[src/rtl/i2c_tgt_pkg.sv]
package i2c_tgt_pkg;

    typedef enum logic [2:0] {
        ST_IDLE,
        ST_ADDR,
        ST_DATA,
        ST_ACK,
        ST_HOLD,
        ST_SKIP
    } tgt_state_e;

endpackage

[src/rtl/i2c_tgt_sync.sv]
// Two-line synchronizer and bus-condition detector.
module i2c_tgt_sync #(
    parameter int STAGES = 2
) (
    input  logic clk,
    input  logic rst_n,
    input  logic scl_i,
    input  logic sda_i,
    output logic sda_s,
    output logic scl_rise,
    output logic scl_fall,
    output logic start_det,
    output logic stop_det
);
    localparam int LINES = 2;   // index 1 = SCL, index 0 = SDA

    logic [LINES-1:0] raw;
    logic [LINES-1:0] line_s;
    logic [LINES-1:0] line_p;

    assign raw = {scl_i, sda_i};

    for (genvar g = 0; g < LINES; g++) begin : g_line
        logic [STAGES-1:0] chain_q;
        always_ff @(posedge clk or negedge rst_n) begin
            if (!rst_n) chain_q <= '1;
            else        chain_q <= {chain_q[STAGES-2:0], raw[g]};
        end
        assign line_s[g] = chain_q[STAGES-1];
    end

    always_ff @(posedge clk or negedge rst_n) begin
        if (!rst_n) line_p <= '1;
        else        line_p <= line_s;
    end

    assign sda_s     = line_s[0];
    assign scl_rise  = line_s[1] & ~line_p[1];
    assign scl_fall  = ~line_s[1] & line_p[1];
    assign start_det = line_s[1] & line_p[1] & line_p[0] & ~line_s[0];
    assign stop_det  = line_s[1] & line_p[1] & ~line_p[0] & line_s[0];

endmodule

[src/rtl/i2c_tgt_fsm.sv]
// Receive controller: address compare, shift, ninth-clock answer, stretch.
module i2c_tgt_fsm
    import i2c_tgt_pkg::*;
#(
    parameter int DATA_W = 8,
    parameter int ADDR_W = DATA_W - 1
) (
    input  logic              clk,
    input  logic              rst_n,
    input  logic              sda_s,
    input  logic              scl_rise,
    input  logic              scl_fall,
    input  logic              start_det,
    input  logic              stop_det,
    input  logic [ADDR_W-1:0] dev_addr_i,
    input  logic              ack_en_i,
    input  logic              release_i,
    input  logic              wr_en_i,
    input  logic [DATA_W-1:0] wr_data_i,
    output logic              scl_low_o,
    output logic              sda_low_o,
    output logic [DATA_W-1:0] rx_data_o,
    output logic              byte_done_o,
    output logic              stop_o
);
    localparam int CNT_W = $clog2(DATA_W + 1);
    localparam logic [CNT_W-1:0]  CNT_LAST = CNT_W'(DATA_W);
    localparam logic [DATA_W-1:0] REL_CODE = '1;

    tgt_state_e        state_q, state_d;
    logic [CNT_W-1:0]  bit_cnt;
    logic [DATA_W-1:0] shreg;
    logic [DATA_W-1:0] rx_q;
    logic              ack_q;
    logic              done_q;
    logic              stop_q;

    logic cnt_full, addr_hit, rel_req;
    logic shift_en, restart_cnt, enter_ack, leave_ack;

    assign cnt_full = (bit_cnt == CNT_LAST);
    assign addr_hit = (shreg[DATA_W-1 -: ADDR_W] == dev_addr_i) && !shreg[0];
    assign rel_req  = release_i || (wr_en_i && (wr_data_i == REL_CODE));

    // Next-state logic
    always_comb begin
        state_d = state_q;
        if (stop_det) begin
            state_d = ST_IDLE;
        end else if (start_det) begin
            state_d = ST_ADDR;
        end else begin
            unique case (state_q)
                ST_IDLE: state_d = ST_IDLE;
                ST_ADDR: if (scl_fall && cnt_full) state_d = addr_hit ? ST_ACK : ST_SKIP;
                ST_DATA: if (scl_fall && cnt_full) state_d = ST_ACK;
                ST_ACK:  if (scl_fall) state_d = ST_HOLD;
                ST_HOLD: if (rel_req) state_d = ST_DATA;
                ST_SKIP: state_d = ST_SKIP;
                default: state_d = ST_IDLE;
            endcase
        end
    end

    assign shift_en    = ((state_q == ST_ADDR) || (state_q == ST_DATA)) && scl_rise
                         && !cnt_full && !start_det && !stop_det;
    assign restart_cnt = start_det || ((state_q == ST_HOLD) && (state_d == ST_DATA));
    assign enter_ack   = (state_d == ST_ACK) && (state_q != ST_ACK);
    assign leave_ack   = (state_q == ST_ACK) && (state_d == ST_HOLD);

    // State register
    always_ff @(posedge clk or negedge rst_n) begin
        if (!rst_n) state_q <= ST_IDLE;
        else        state_q <= state_d;
    end

    // Shift path, captured byte, latched answer and event pulses
    always_ff @(posedge clk or negedge rst_n) begin
        if (!rst_n) begin
            bit_cnt <= '0;
            shreg   <= '0;
            rx_q    <= '0;
            ack_q   <= 1'b0;
            done_q  <= 1'b0;
            stop_q  <= 1'b0;
        end else begin
            done_q <= leave_ack;
            stop_q <= stop_det;
            if (restart_cnt) begin
                bit_cnt <= '0;
            end else if (shift_en) begin
                shreg   <= {shreg[DATA_W-2:0], sda_s};
                bit_cnt <= bit_cnt + CNT_W'(1);
            end
            if (enter_ack) ack_q <= ack_en_i;
            if (leave_ack) rx_q  <= shreg;
        end
    end

    // Outputs
    always_comb begin
        scl_low_o   = (state_q == ST_HOLD);
        sda_low_o   = (state_q == ST_ACK) && ack_q;
        rx_data_o   = rx_q;
        byte_done_o = done_q;
        stop_o      = stop_q;
    end

endmodule

[src/rtl/i2c_tgt_rx.sv]
module i2c_tgt_rx #(
    parameter int DATA_W      = 8,
    parameter int SYNC_STAGES = 2,
    localparam int ADDR_W     = DATA_W - 1
) (
    input  logic              clk,
    input  logic              rst_n,
    input  logic              scl_i,
    input  logic              sda_i,
    output logic              scl_drive_low_o,
    output logic              sda_drive_low_o,
    input  logic [ADDR_W-1:0] dev_addr_i,
    input  logic              ack_en_i,
    input  logic              release_i,
    input  logic              wr_en_i,
    input  logic [DATA_W-1:0] wr_data_i,
    output logic [DATA_W-1:0] rx_data_o,
    output logic              byte_done_o,
    output logic              stop_o
);
    logic sda_s, scl_rise, scl_fall, start_det, stop_det;

    i2c_tgt_sync #(.STAGES(SYNC_STAGES)) u_sync (
        .clk       (clk),
        .rst_n     (rst_n),
        .scl_i     (scl_i),
        .sda_i     (sda_i),
        .sda_s     (sda_s),
        .scl_rise  (scl_rise),
        .scl_fall  (scl_fall),
        .start_det (start_det),
        .stop_det  (stop_det)
    );

    i2c_tgt_fsm #(.DATA_W(DATA_W), .ADDR_W(ADDR_W)) u_fsm (
        .clk         (clk),
        .rst_n       (rst_n),
        .sda_s       (sda_s),
        .scl_rise    (scl_rise),
        .scl_fall    (scl_fall),
        .start_det   (start_det),
        .stop_det    (stop_det),
        .dev_addr_i  (dev_addr_i),
        .ack_en_i    (ack_en_i),
        .release_i   (release_i),
        .wr_en_i     (wr_en_i),
        .wr_data_i   (wr_data_i),
        .scl_low_o   (scl_drive_low_o),
        .sda_low_o   (sda_drive_low_o),
        .rx_data_o   (rx_data_o),
        .byte_done_o (byte_done_o),
        .stop_o      (stop_o)
    );

endmodule

[config.mk]
export PLATFORM = sky130hd
export DESIGN_NAME = i2c_tgt_rx
export DESIGN_NICKNAME = d
export VERILOG_FILES = /design/src/rtl/i2c_tgt_pkg.sv /design/src/rtl/i2c_tgt_sync.sv /design/src/rtl/i2c_tgt_fsm.sv /design/src/rtl/i2c_tgt_rx.sv
export SDC_FILE = /design/constraint.sdc
export NUM_CORES = 1
export LEC_CHECK = 0
export CAP_MARGIN = 40
export CELL_PAD_IN_SITES_DETAIL_PLACEMENT = 1
export CELL_PAD_IN_SITES_GLOBAL_PLACEMENT = 1
export CORE_ASPECT_RATIO = 1.25
export CORE_MARGIN = 2
export CORE_UTILIZATION = 50
export CTS_CLUSTER_DIAMETER = 100
export DETAILED_ROUTE_END_ITERATION = 8
export DONT_BUFFER_PORTS = 1
export HOLD_SLACK_MARGIN = 0.08
export PLACE_DENSITY = 0.88
export SYNTH_ARGS = -nofsm -noshare
export SYNTH_HDL_FRONTEND = slang
export SYNTH_HIERARCHICAL = 1
export SYNTH_SLANG_ARGS = --single-unit
[constraint.sdc]
create_clock -name clk -period 3.9 [get_ports clk]
set_input_delay 1.17 -clock clk [delete_from_list [all_inputs] [get_ports clk]]
set_output_delay 1.17 -clock clk [all_outputs]
set_load 0.01 [all_outputs]
==> results.toml <==
[final_layout]
final_cells = 167
fin_area_um2 = 1600
postLayoutCoreUtil_pct = 54.8
syn_to_final_growth_pct = 5.45
fillers = 324
n_antenna_cell = 0
nets = 154
drive_gt1_share_pct = 22.1

[timing]
tightest_slew_ns = 0.528
setup_viol = 0
rsz0062_at_grt = "false"
final_max_slew_viol_count = 0
max_freq_mhz = 355
post-route-period-util_pct = 72.3
skew_ns = 0.00704
fin_tns_setup_ns = 0
min_period_ns = 2.82
hold_viol = 0
setup_slack_ns = 1.08
slew_headroom_pct = 64.3

[critical_path]
slowest_stage = "dfrtp_1"
required_ns = 2.73
cp_top_family = "simple AND/OR/NAND/NOR gates"
arrival_ns = 1.65
cp_max_fo = 10
slowest_delay_ns = 0.54
crit_type = "register to primary output"
critPathLaunchType = "register"
worstSetupEndpointType = "primary output"
critPathBufInv = 0
worstPathCellList = "nor2b_1, and3_1"

[grt]
grt_start_max_net_pins = 33
grt_pass1_vias = 1131
grt_usage_pct = 21.9
grt_first_pass_wirelength_um = 5240
grtUsageMet2_pct = 36.9
antenna_found_initial = 0
use_met3_pct = 7.50
top_usage_layer = "met2"
gr-total-overflow = 0
use_met1_pct = 24.4

[outcome]
status = "finished, final reports clean"

[logic_synthesis]
synth.largest_area_cell = "dfrtp_1"
synth_edf_count = 0
ys_seq_area_share_pct = 53.3
synthCells = 126
syn_nets = 150
netlist.area_leader.share_pct = 42.9
synth_seq_cells = 32
synthTopCellsByArea = "dfrtp_1 (43%), dfstp_2 (10%), mux2_2 (6.7%), mux2_1 (5.2%), xor2_1 (4.6%)"
yosysMostFrequentCell = "dfrtp_1"
yosysWarnings = 6
syn_avg_cell_area_um2 = 12.0
ys.flop_type = "dfrtp_1"
synth_common_cells = "dfrtp_1 (26), mux2_2 (9), nand2_1 (8), xor2_1 (8), mux2_1 (7)"
syn_area_um2 = 1520
synthArstFlopShare_pct = 100
ys_types = 37

[clock_network]
clk_pin_slew_ns = 0.11
clk_latency_ns = 0.34
postCtsSetupBuffers = 0
cts_tree = "yes"
numClockSinks = 32
cts-root-buf = "clkbuf_4"
htreeDepth = 2
clock_path_buffers = 2
cts_resized = 0
numCtsBuffers = 5
holdBufCountCts = 0

[die]
rows = 22
floorplan.initialDensity_pct = 52.0
fp.dieW_um = 53.3
fp.dieH_um = 65.6
pin_count = 34
coreArea_um2 = 2920
die_area_um2 = 3490

[detailed_routing]
drt.antenna.violating_nets = 0
wire_per_inst_um = 18.1
routed_wl_um = 3020
remaining_drc_errors = 0
vias_per_cell = 5.94
vias = 992
drt_iter0_drc = 13
dr.pass1.iters = 4

[place]
pre_cts_ws_ns = 1.36
dp_cells = 159
dpl_cell_area_um2 = 1540
dpl.hpwl_um = 2320
gp_congestion = 0.849
port_buffers = 0

[power_and_ir_drop]
power_density_nw_per_um2 = 480
ir_worst_vdd_uv = 374
p_leak_nw = 0.747

[worst_hold_path]
hold_class = "register to register"

[run]
max_cap_violations = 0
-- worst paths after layout --
check,start,to,slack [ns],cells past startpoint
max,u_fsm/state_q[1],sda_drive_low_o,1.08,2
min,u_sync/g_line[1].chain_q[0],u_sync/g_line[1].chain_q[1],0.36,0
max reg2reg,u_sync/g_line[0].chain_q[1],u_fsm/shreg[6],1.56,5
min reg2reg,u_sync/g_line[1].chain_q[0],u_sync/g_line[1].chain_q[1],0.36,0
max in group asynchronous,rst_n,u_sync/g_line[0].chain_q[0],3.22,0
min in group asynchronous,rst_n,u_fsm/stop_o,0.51,0
-- registers in the layout, summed over array words and instances (netlist names) --
register,cells
u_fsm/shreg,8
u_fsm/bit_cnt,4
u_fsm/state_q,3
u_sync/line_p,2
u_fsm/rx_data_o,8
u_fsm/stop_o,1
u_sync/g_line.chain_q,4
u_fsm/ack_q,1
u_fsm/byte_done_o,1
-- worst register-to-register path: cells and delay by family (launching register included) --
kind                   cells  cell delay (ns)
AOI/OAI and AO/OA          1             0.30
buffers and inverters      1             0.26
muxes                      1             0.33
and+or+nand+nor            2             0.77
DFF                        1             0.57
-- cells by family after synthesis --
kind of cell    after synthesis  share of synthesized area, %
xor+xnor                     10                          5.78
fa+ha+maj                     2                          1.65
buf+inv                      10                          3.55
compound gates               15                          7.10
flops                        32                          53.3
simple gates                 40                          15.8
mux                          17                          12.9
-- power breakdown --
| group | internal, W | switching, W |
|---|---|---|
| clock network | 0.0000708 | 0.000121 |
| logic | 0.0000653 | 0.0000588 |
| registers | 0.000387 | 0.0000646 |
| total | 0.000524 | 0.000244 |
-- layout make-up --
class                   instances  area, um^2  share of cell area, %
clock buffers                   5        37.5                   2.35
clock inverters                 3        23.8                   1.49
inverters                       6        22.5                   1.41
multi-input cells              84         654                   40.9
flip-flops and latches         32         808                   50.5
well taps                      36        45.0                   2.82
repair buffers                  1        7.51                  0.469
-- per-stage QoR --
step / power, W / hold WS (ns)
after floorplan: 0.000542 / 0.345
after global placement: 0.000565 / 0.346
after detailed placement: 0.000585 / 0.349
after CTS: 0.000781 / 0.367
after global routing: 0.000826 / 0.375
final: 0.000768 / 0.362
-- cells in the final DEF, fill, tap and decap left out, types with 2 or more instances in the layout --
master | Yosys | routed
dfstp_2 | 6 | 6
and4b_1 | 3 | 3
nand2b_1 | 2 | 2
a21oi_1 | 3 | 3
nor4_1 | 4 | 4
mux2_2 | 9 | 9
dfrtp_1 | 26 | 26
clkinvlp_4 | 0 | 2
a221oi_1 | 2 | 2
inv_1 | 6 | 6
nor2_1 | 5 | 5
o21ai_0 | 3 | 3
ha_1 | 2 | 2
and3_1 | 3 | 3
clkbuf_4 | 0 | 5
nand3_1 | 4 | 4
xnor2_1 | 2 | 2
xor2_1 | 8 | 8
nand2_1 | 8 | 8
nor2b_1 | 4 | 4
mux2_1 | 7 | 7
-- routing by layer --
metal / vias to the layer above / part of all wire (%)
met3: 4 / 7.0
met1: 492 / 38
met4: 0 / 2.3
met5: - / 0
met2: 43 / 53
li1: 453 / -
(Power assumes the default switching activity.)
